`config.mk`:
```
export PLATFORM = sky130hd
export DESIGN_NAME = winwdg_top
export DESIGN_NICKNAME = d
export VERILOG_FILES = /design/src/rtl/winwdg_pkg.sv /design/src/rtl/winwdg_fall.sv /design/src/rtl/winwdg_arm.sv /design/src/rtl/winwdg_window.sv /design/src/rtl/winwdg_top.sv
export SDC_FILE = /design/constraint.sdc
export NUM_CORES = 1
export LEC_CHECK = 0
export ABC_AREA = 1
export BUFFER_PORTS_ARGS = -buffer_cell sky130_fd_sc_hd__buf_2
export CAP_MARGIN = 20
export CORE_AREA = 3 3 47 49
export CTS_BUF_LIST = sky130_fd_sc_hd__clkbuf_16
export CTS_CLUSTER_DIAMETER = 50
export CTS_CLUSTER_SIZE = 8
export DETAILED_ROUTE_END_ITERATION = 10
export DIE_AREA = 0 0 50 52
export PLACE_DENSITY = 0.67
export RECOVER_POWER = 25
export SYNTH_ARGS = -nofsm -noshare
export SYNTH_HDL_FRONTEND = slang
export SYNTH_SLANG_ARGS = --single-unit
```
`constraint.sdc`:
```
create_clock -name clk -period 4.1 [get_ports clk]
set_clock_uncertainty 0.1 [all_clocks]
set_input_delay 0.41 -clock clk [delete_from_list [all_inputs] [get_ports clk]]
set_output_delay 0.41 -clock clk [all_outputs]
set_load 0.01 [all_outputs]
```
`src/rtl/winwdg_pkg.sv`:
```
package winwdg_pkg;

    typedef enum logic [1:0] {
        WIN_OFF   = 2'd0,
        WIN_FIRST = 2'd1,
        WIN_OPEN  = 2'd2,
        WIN_TRIP  = 2'd3
    } win_state_e;

    typedef struct packed {
        logic fall;
        logic live;
    } wd_ctl_t;

    function automatic int unsigned cnt_bits(input int unsigned max_val);
        return (max_val < 2) ? 1 : $clog2(max_val + 1);
    endfunction

    function automatic logic kick_ok(input logic first, input logic [31:0] c,
                                     input logic [31:0] lo, input logic [31:0] hi);
        if (first) return c < hi;
        return (c > lo) && (c < hi);
    endfunction

endpackage

```
`src/rtl/winwdg_fall.sv`:
```
module winwdg_fall (
    input  logic clk,
    input  logic rst,
    input  logic sig_i,
    output logic fall_o
);
    logic prev_q;

    always_ff @(posedge clk) begin
        if (rst) prev_q <= 1'b1;
        else     prev_q <= sig_i;
    end

    assign fall_o = prev_q & ~sig_i;
endmodule

```
`src/rtl/winwdg_arm.sv`:
```
module winwdg_arm #(
    parameter int unsigned SETUP_CYC = 8
) (
    input  logic clk,
    input  logic rst,
    input  logic enable_i,
    input  logic sup_rst_i,
    output logic live_o
);
    localparam int unsigned SW = winwdg_pkg::cnt_bits(SETUP_CYC);

    logic          active;
    logic          done_q;
    logic [SW-1:0] scnt_q;

    assign active = enable_i & ~sup_rst_i;

    always_ff @(posedge clk) begin
        if (rst || !active) begin
            scnt_q <= '0;
            done_q <= 1'b0;
        end else if (!done_q) begin
            if (scnt_q == SW'(SETUP_CYC - 1)) done_q <= 1'b1;
            scnt_q <= scnt_q + SW'(1);
        end
    end

    assign live_o = active & done_q;
endmodule

```
`src/rtl/winwdg_window.sv`:
```
module winwdg_window
    import winwdg_pkg::*;
#(
    parameter int unsigned LO_CYC = 20,
    parameter int unsigned HI_CYC = 60
) (
    input  logic       clk,
    input  logic       rst,
    input  wd_ctl_t    ctl_i,
    output win_state_e state_o
);
    localparam int unsigned CW = cnt_bits(HI_CYC);

    win_state_e    state_q;
    logic [CW-1:0] cnt_q;
    logic          good;

    assign good = kick_ok(state_q == WIN_FIRST, 32'(cnt_q), 32'(LO_CYC), 32'(HI_CYC));

    always_ff @(posedge clk) begin
        if (rst || !ctl_i.live) begin
            state_q <= WIN_OFF;
            cnt_q   <= '0;
        end else begin
            unique case (state_q)
                WIN_OFF: begin
                    state_q <= WIN_FIRST;
                    cnt_q   <= '0;
                end
                WIN_FIRST, WIN_OPEN: begin
                    if (ctl_i.fall) begin
                        if (good) begin
                            state_q <= WIN_OPEN;
                            cnt_q   <= '0;
                        end else begin
                            state_q <= WIN_TRIP;
                        end
                    end else if (cnt_q == CW'(HI_CYC)) begin
                        state_q <= WIN_TRIP;
                    end else begin
                        cnt_q <= cnt_q + CW'(1);
                    end
                end
                WIN_TRIP: state_q <= WIN_TRIP;
                default:  state_q <= WIN_OFF;
            endcase
        end
    end

    assign state_o = state_q;
endmodule

```
`src/rtl/winwdg_top.sv`:
```
module winwdg_top
    import winwdg_pkg::*;
#(
    parameter int unsigned LO_CYC    = 20,
    parameter int unsigned HI_CYC    = 60,
    parameter int unsigned SETUP_CYC = 8
) (
    input  logic clk,
    input  logic rst,
    input  logic kick_i,
    input  logic enable_i,
    input  logic sup_rst_i,
    output logic fault_n_o,
    output logic fault_drive_o
);
    wd_ctl_t    ctl;
    win_state_e state;

    winwdg_fall u_fall (
        .clk    (clk),
        .rst    (rst),
        .sig_i  (kick_i),
        .fall_o (ctl.fall)
    );

    winwdg_arm #(.SETUP_CYC(SETUP_CYC)) u_arm (
        .clk       (clk),
        .rst       (rst),
        .enable_i  (enable_i),
        .sup_rst_i (sup_rst_i),
        .live_o    (ctl.live)
    );

    winwdg_window #(.LO_CYC(LO_CYC), .HI_CYC(HI_CYC)) u_win (
        .clk     (clk),
        .rst     (rst),
        .ctl_i   (ctl),
        .state_o (state)
    );

    assign fault_n_o     = (state != WIN_TRIP);
    assign fault_drive_o = (state == WIN_TRIP);
endmodule

```
==> impl_metrics.xml <==
<?xml version="1.0" encoding="UTF-8"?>
<metrics>
  <group name="sta">
    <metric name="period_minus_slack" unit="ns">1.74</metric>
    <metric name="slew_viol_final" unit="">0</metric>
    <metric name="fmax" unit="GHz">0.575</metric>
    <metric name="timing_worst_slew_pin_value" unit="ns">0.292</metric>
    <metric name="period_share" unit="%">42.4</metric>
    <metric name="grt_setup_unrepaired" unit="">no</metric>
    <metric name="finalHoldViolations" unit="">0</metric>
    <metric name="fin_tns_setup" unit="ns">0</metric>
    <metric name="hold-worst-slack" unit="ns">0.260</metric>
    <metric name="relSlewSlack" unit="%">80.3</metric>
    <metric name="report.final.setup_viol" unit="">0</metric>
  </group>
  <group name="worst_setup_path">
    <metric name="critPathMostFrequentCell" unit="">inv_1</metric>
    <metric name="worst_setup_path_start_kind" unit="">flip-flop</metric>
    <metric name="crit_family" unit="">compound AO/OA/AOI/OAI gates</metric>
    <metric name="worst_ep_required_time" unit="ns">4.16</metric>
    <metric name="path_depth" unit="">7</metric>
    <metric name="r2r_cells" unit="">7</metric>
    <metric name="worstReg2RegStart" unit="">u_win.state_o[0]$_SDFFE_PP0P_</metric>
    <metric name="worst_path_largest_cell_delay" unit="ns">0.39</metric>
    <metric name="worst_setup_path_end_kind" unit="">flip-flop</metric>
    <metric name="timing.critical_path.cells" unit="">inv_1 &gt; ha_1 &gt; inv_1 &gt; a21oi_4 &gt; o21ai_0 &gt; or2_1 &gt; a21oi_1</metric>
    <metric name="critical_path_buf_inv_count" unit="">2</metric>
    <metric name="worst-r2r-setup-slack" unit="ns">2.36</metric>
    <metric name="critical_path_peak_fanout" unit="">6</metric>
    <metric name="critical_path_arrival" unit="ns">1.80</metric>
    <metric name="path_class" unit="">reg2reg</metric>
    <metric name="reg2reg_to" unit="">u_win.state_o[1]$_SDFFE_PP0P_</metric>
    <metric name="cp_slowest_cell" unit="">dfxtp_1</metric>
  </group>
  <group name="yosys">
    <metric name="synthesis.instances" unit="">126</metric>
    <metric name="post_synthesis_average_cell_area" unit="um^2">6.96</metric>
    <metric name="synth.net_count" unit="">138</metric>
    <metric name="synth_sequential_area_ratio" unit="%">32.0</metric>
    <metric name="synth.lib_cells_used.distinct" unit="">23</metric>
    <metric name="yosysWarningCount" unit="">0</metric>
    <metric name="syn_area" unit="um^2">877</metric>
    <metric name="ys_ff_latch" unit="">14</metric>
  </group>
  <group name="place">
    <metric name="port_buffers" unit="">6</metric>
    <metric name="gpl.final_weighted_congestion" unit="">0.868</metric>
    <metric name="dp.final_hpwl" unit="mm">1.32</metric>
  </group>
  <group name="final_layout">
    <metric name="fill_cell_total_of_the_finished_layout" unit="">197</metric>
    <metric name="count_of_antenna_diodes_in_the_layout" unit="">0</metric>
    <metric name="layout_common_cells" unit="">nand2_1, inv_1, nor2_1, dfxtp_1, nand3_1</metric>
    <metric name="layout.area.seq" unit="um^2">280</metric>
    <metric name="syn_to_final_growth" unit="%">14.1</metric>
    <metric name="multiInputGateArea" unit="um^2">510</metric>
    <metric name="fin_nets" unit="">147</metric>
    <metric name="final_common_cell" unit="">nand2_1</metric>
    <metric name="final_layout_size_suffix_gt1_share" unit="%">14.2</metric>
  </group>
  <group name="pwr">
    <metric name="vdd_drop_max" unit="mV">0.219</metric>
    <metric name="swShare" unit="%">17.6</metric>
    <metric name="cell_internal_pwr" unit="uW">269</metric>
    <metric name="p_leak" unit="uW">0.000414</metric>
    <metric name="p_clk_share" unit="%">55.4</metric>
    <metric name="pwr_density_cell" unit="nW/um^2">326</metric>
    <metric name="share_seq_of_total_power" unit="%">42.5</metric>
    <metric name="share_of_total_power_in_combinational_logic" unit="%">2.1</metric>
    <metric name="power.net_switching" unit="uW">57.3</metric>
  </group>
  <group name="grt">
    <metric name="initial_antenna_violation_count" unit="">0</metric>
    <metric name="number_of_global_route_vias_before_repair" unit="">706</metric>
    <metric name="globalRouteTotalUtil" unit="%">14.7</metric>
    <metric name="grt_start_max_net_pins" unit="">11</metric>
    <metric name="grt_pass1_wl" unit="mm">2.90</metric>
    <metric name="globalRouteOverflowTotal" unit="">0</metric>
  </group>
  <group name="cts">
    <metric name="cts.hold.buffers_added" unit="">0</metric>
    <metric name="cts_made_buffers" unit="">3</metric>
    <metric name="h_tree_depth" unit="">1</metric>
    <metric name="cts_num_sinks" unit="">14</metric>
    <metric name="clock_insertion_delay_worst_skew" unit="ns">0.24</metric>
    <metric name="clk_pin_slew" unit="ns">0.04</metric>
    <metric name="cts_resized" unit="">0</metric>
    <metric name="clock_tree_buffer_depth" unit="">2</metric>
    <metric name="tritoncts" unit="">yes</metric>
    <metric name="post-cts-setup-buffers" unit="">0</metric>
    <metric name="root_buffer" unit="">clkbuf_16</metric>
  </group>
  <group name="outcome">
    <metric name="run_status" unit="">completed</metric>
  </group>
  <group name="hold_path">
    <metric name="worstHoldPathType" unit="">in2reg</metric>
    <metric name="hold_path_startpoint" unit="">rst</metric>
    <metric name="hold_critical_path_depth" unit="">3</metric>
    <metric name="hold-path-endpoint" unit="">u_fall.prev_q$_SDFF_PP1_</metric>
  </group>
  <group name="floorplan">
    <metric name="pin_count" unit="">7</metric>
    <metric name="std_cell_rows" unit="">16</metric>
    <metric name="core_area" unit="um^2">1900</metric>
    <metric name="effective_utilization_at_floorplan" unit="%">46.1</metric>
    <metric name="dieHeight" unit="um">52</metric>
    <metric name="design.die.area" unit="um^2">2600</metric>
    <metric name="floorplan.die.width" unit="um">50</metric>
  </group>
  <group name="drt">
    <metric name="antenna_left" unit="">0</metric>
    <metric name="post_drt_via_cell_ratio" unit="">4.82</metric>
    <metric name="drtIter0Drc" unit="">17</metric>
    <metric name="drt_pass1_iterations" unit="">4</metric>
    <metric name="wire_per_inst" unit="um">10.4</metric>
    <metric name="route.vias.total" unit="">776</metric>
    <metric name="drt_drc_violations_left" unit="">0</metric>
    <metric name="routed_wl" unit="mm">1.67</metric>
  </group>
  <group name="job">
    <metric name="timing.max_cap.violations" unit="">0</metric>
  </group>
</metrics>
[registers in the layout, indices dropped and copies added, names as in the netlist]
signal / count
u_win.state_o: 2
u_win.cnt_q: 6
u_arm.scnt_q: 4
u_fall.prev_q: 1
u_arm.done_q: 1
[layout make-up]
class	instances	share of cell area [%]
clock buffers	3	7.50
multi-input cells	92	51.0
repair buffers	6	3.00
well taps	27	3.38
inverters	18	6.75
clock inverters	1	0.375
flip-flops and latches	14	28.0
[routing by layer]
layer  track usage (%)  routed length (um)  up-vias
li1                  -                   -      418
met1              16.0                 791      345
met2              26.7                 820       11
met3              3.44                  49        2
met4              6.91                  12        0
met5                 0                   0        -
[through the flow]
stage,setup slack (ns),utilization (%),cells,power (uW),area (um^2)
finish,2.36,52.6,161,326,1000
global route,2.21,52.6,161,336,1000
CTS,2.36,52.6,161,330,1000
detailed placement,2.39,48.5,157,148,922
global placement,2.43,48.5,157,148,922
floorplan,2.52,-,126,145,877
[Yosys cell counts]
library cell / count / share of area (%)
a21oi_1: 9 / 5.1
nand2_4: 1 / 1.3
inv_2: 1 / 0.43
nand2_2: 4 / 2.9
xnor2_1: 1 / 1.0
a31oi_1: 1 / 0.71
a21oi_4: 2 / 3.7
o21ai_0: 3 / 1.7
or2_1: 1 / 0.71
or2_2: 1 / 0.71
buf_6: 1 / 1.3
nor2_2: 1 / 0.71
buf_4: 1 / 0.86
nand4_1: 2 / 1.4
nand3_1: 12 / 6.8
nand3b_1: 1 / 0.86
dfxtp_1: 14 / 32
inv_1: 17 / 7.3
nor3_1: 4 / 2.3
ha_1: 7 / 10
nand2_1: 27 / 12
and3_1: 1 / 0.71
nor2_1: 14 / 6.0
[worst reg2reg max path: stages, from the launching register on]
cell and delay (ns):
dfxtp_1 0.39, inv_1 0.07, ha_1 0.29, inv_1 0.13, a21oi_4 0.17, o21ai_0 0.16
or2_1 0.23, a21oi_1 0.13
[kinds of logic (layout without fill, tap and decap cells)]
family / count (synthesis) / in the layout / share of synthesized area [%]
xor gates and xnor gates: 1 / 1 / 0.999
adders and majority gates: 7 / 7 / 9.99
DFF: 14 / 14 / 32.0
buffers and inverters: 20 / 28 / 9.84
and+or+nand+nor: 69 / 69 / 36.0
AOI/OAI and AO/OA: 15 / 15 / 11.3
[worst max-delay path by stage]
stage                               endpoint                     startpoint  slack (ns)
5_1_grt        u_win.state_o[1]$_SDFFE_PP0P_  u_win.state_o[0]$_SDFFE_PP0P_        2.21
3_5_place_dp   u_win.state_o[1]$_SDFFE_PP0P_  u_win.state_o[0]$_SDFFE_PP0P_        2.39
6_report       u_win.state_o[1]$_SDFFE_PP0P_  u_win.state_o[0]$_SDFFE_PP0P_        2.36
2_1_floorplan    u_win.cnt_q[0]$_SDFFE_PP0P_  u_win.state_o[0]$_SDFFE_PP0P_        2.52
3_3_place_gp   u_win.state_o[1]$_SDFFE_PP0P_  u_win.state_o[0]$_SDFFE_PP0P_        2.43
4_1_cts          u_win.cnt_q[1]$_SDFFE_PP0P_  u_win.state_o[0]$_SDFFE_PP0P_        2.36
[power groups by stage]
stage               Clock [uW]  Sequential [uW]  Combinational [uW]
global placement             0              141                6.63
global route               189              139                8.00
floorplan                    0              141                4.07
detailed placement           0              141                6.88
finish                     181              139                6.90
CTS                        185              139                7.05
(Power assumes the default switching activity.)
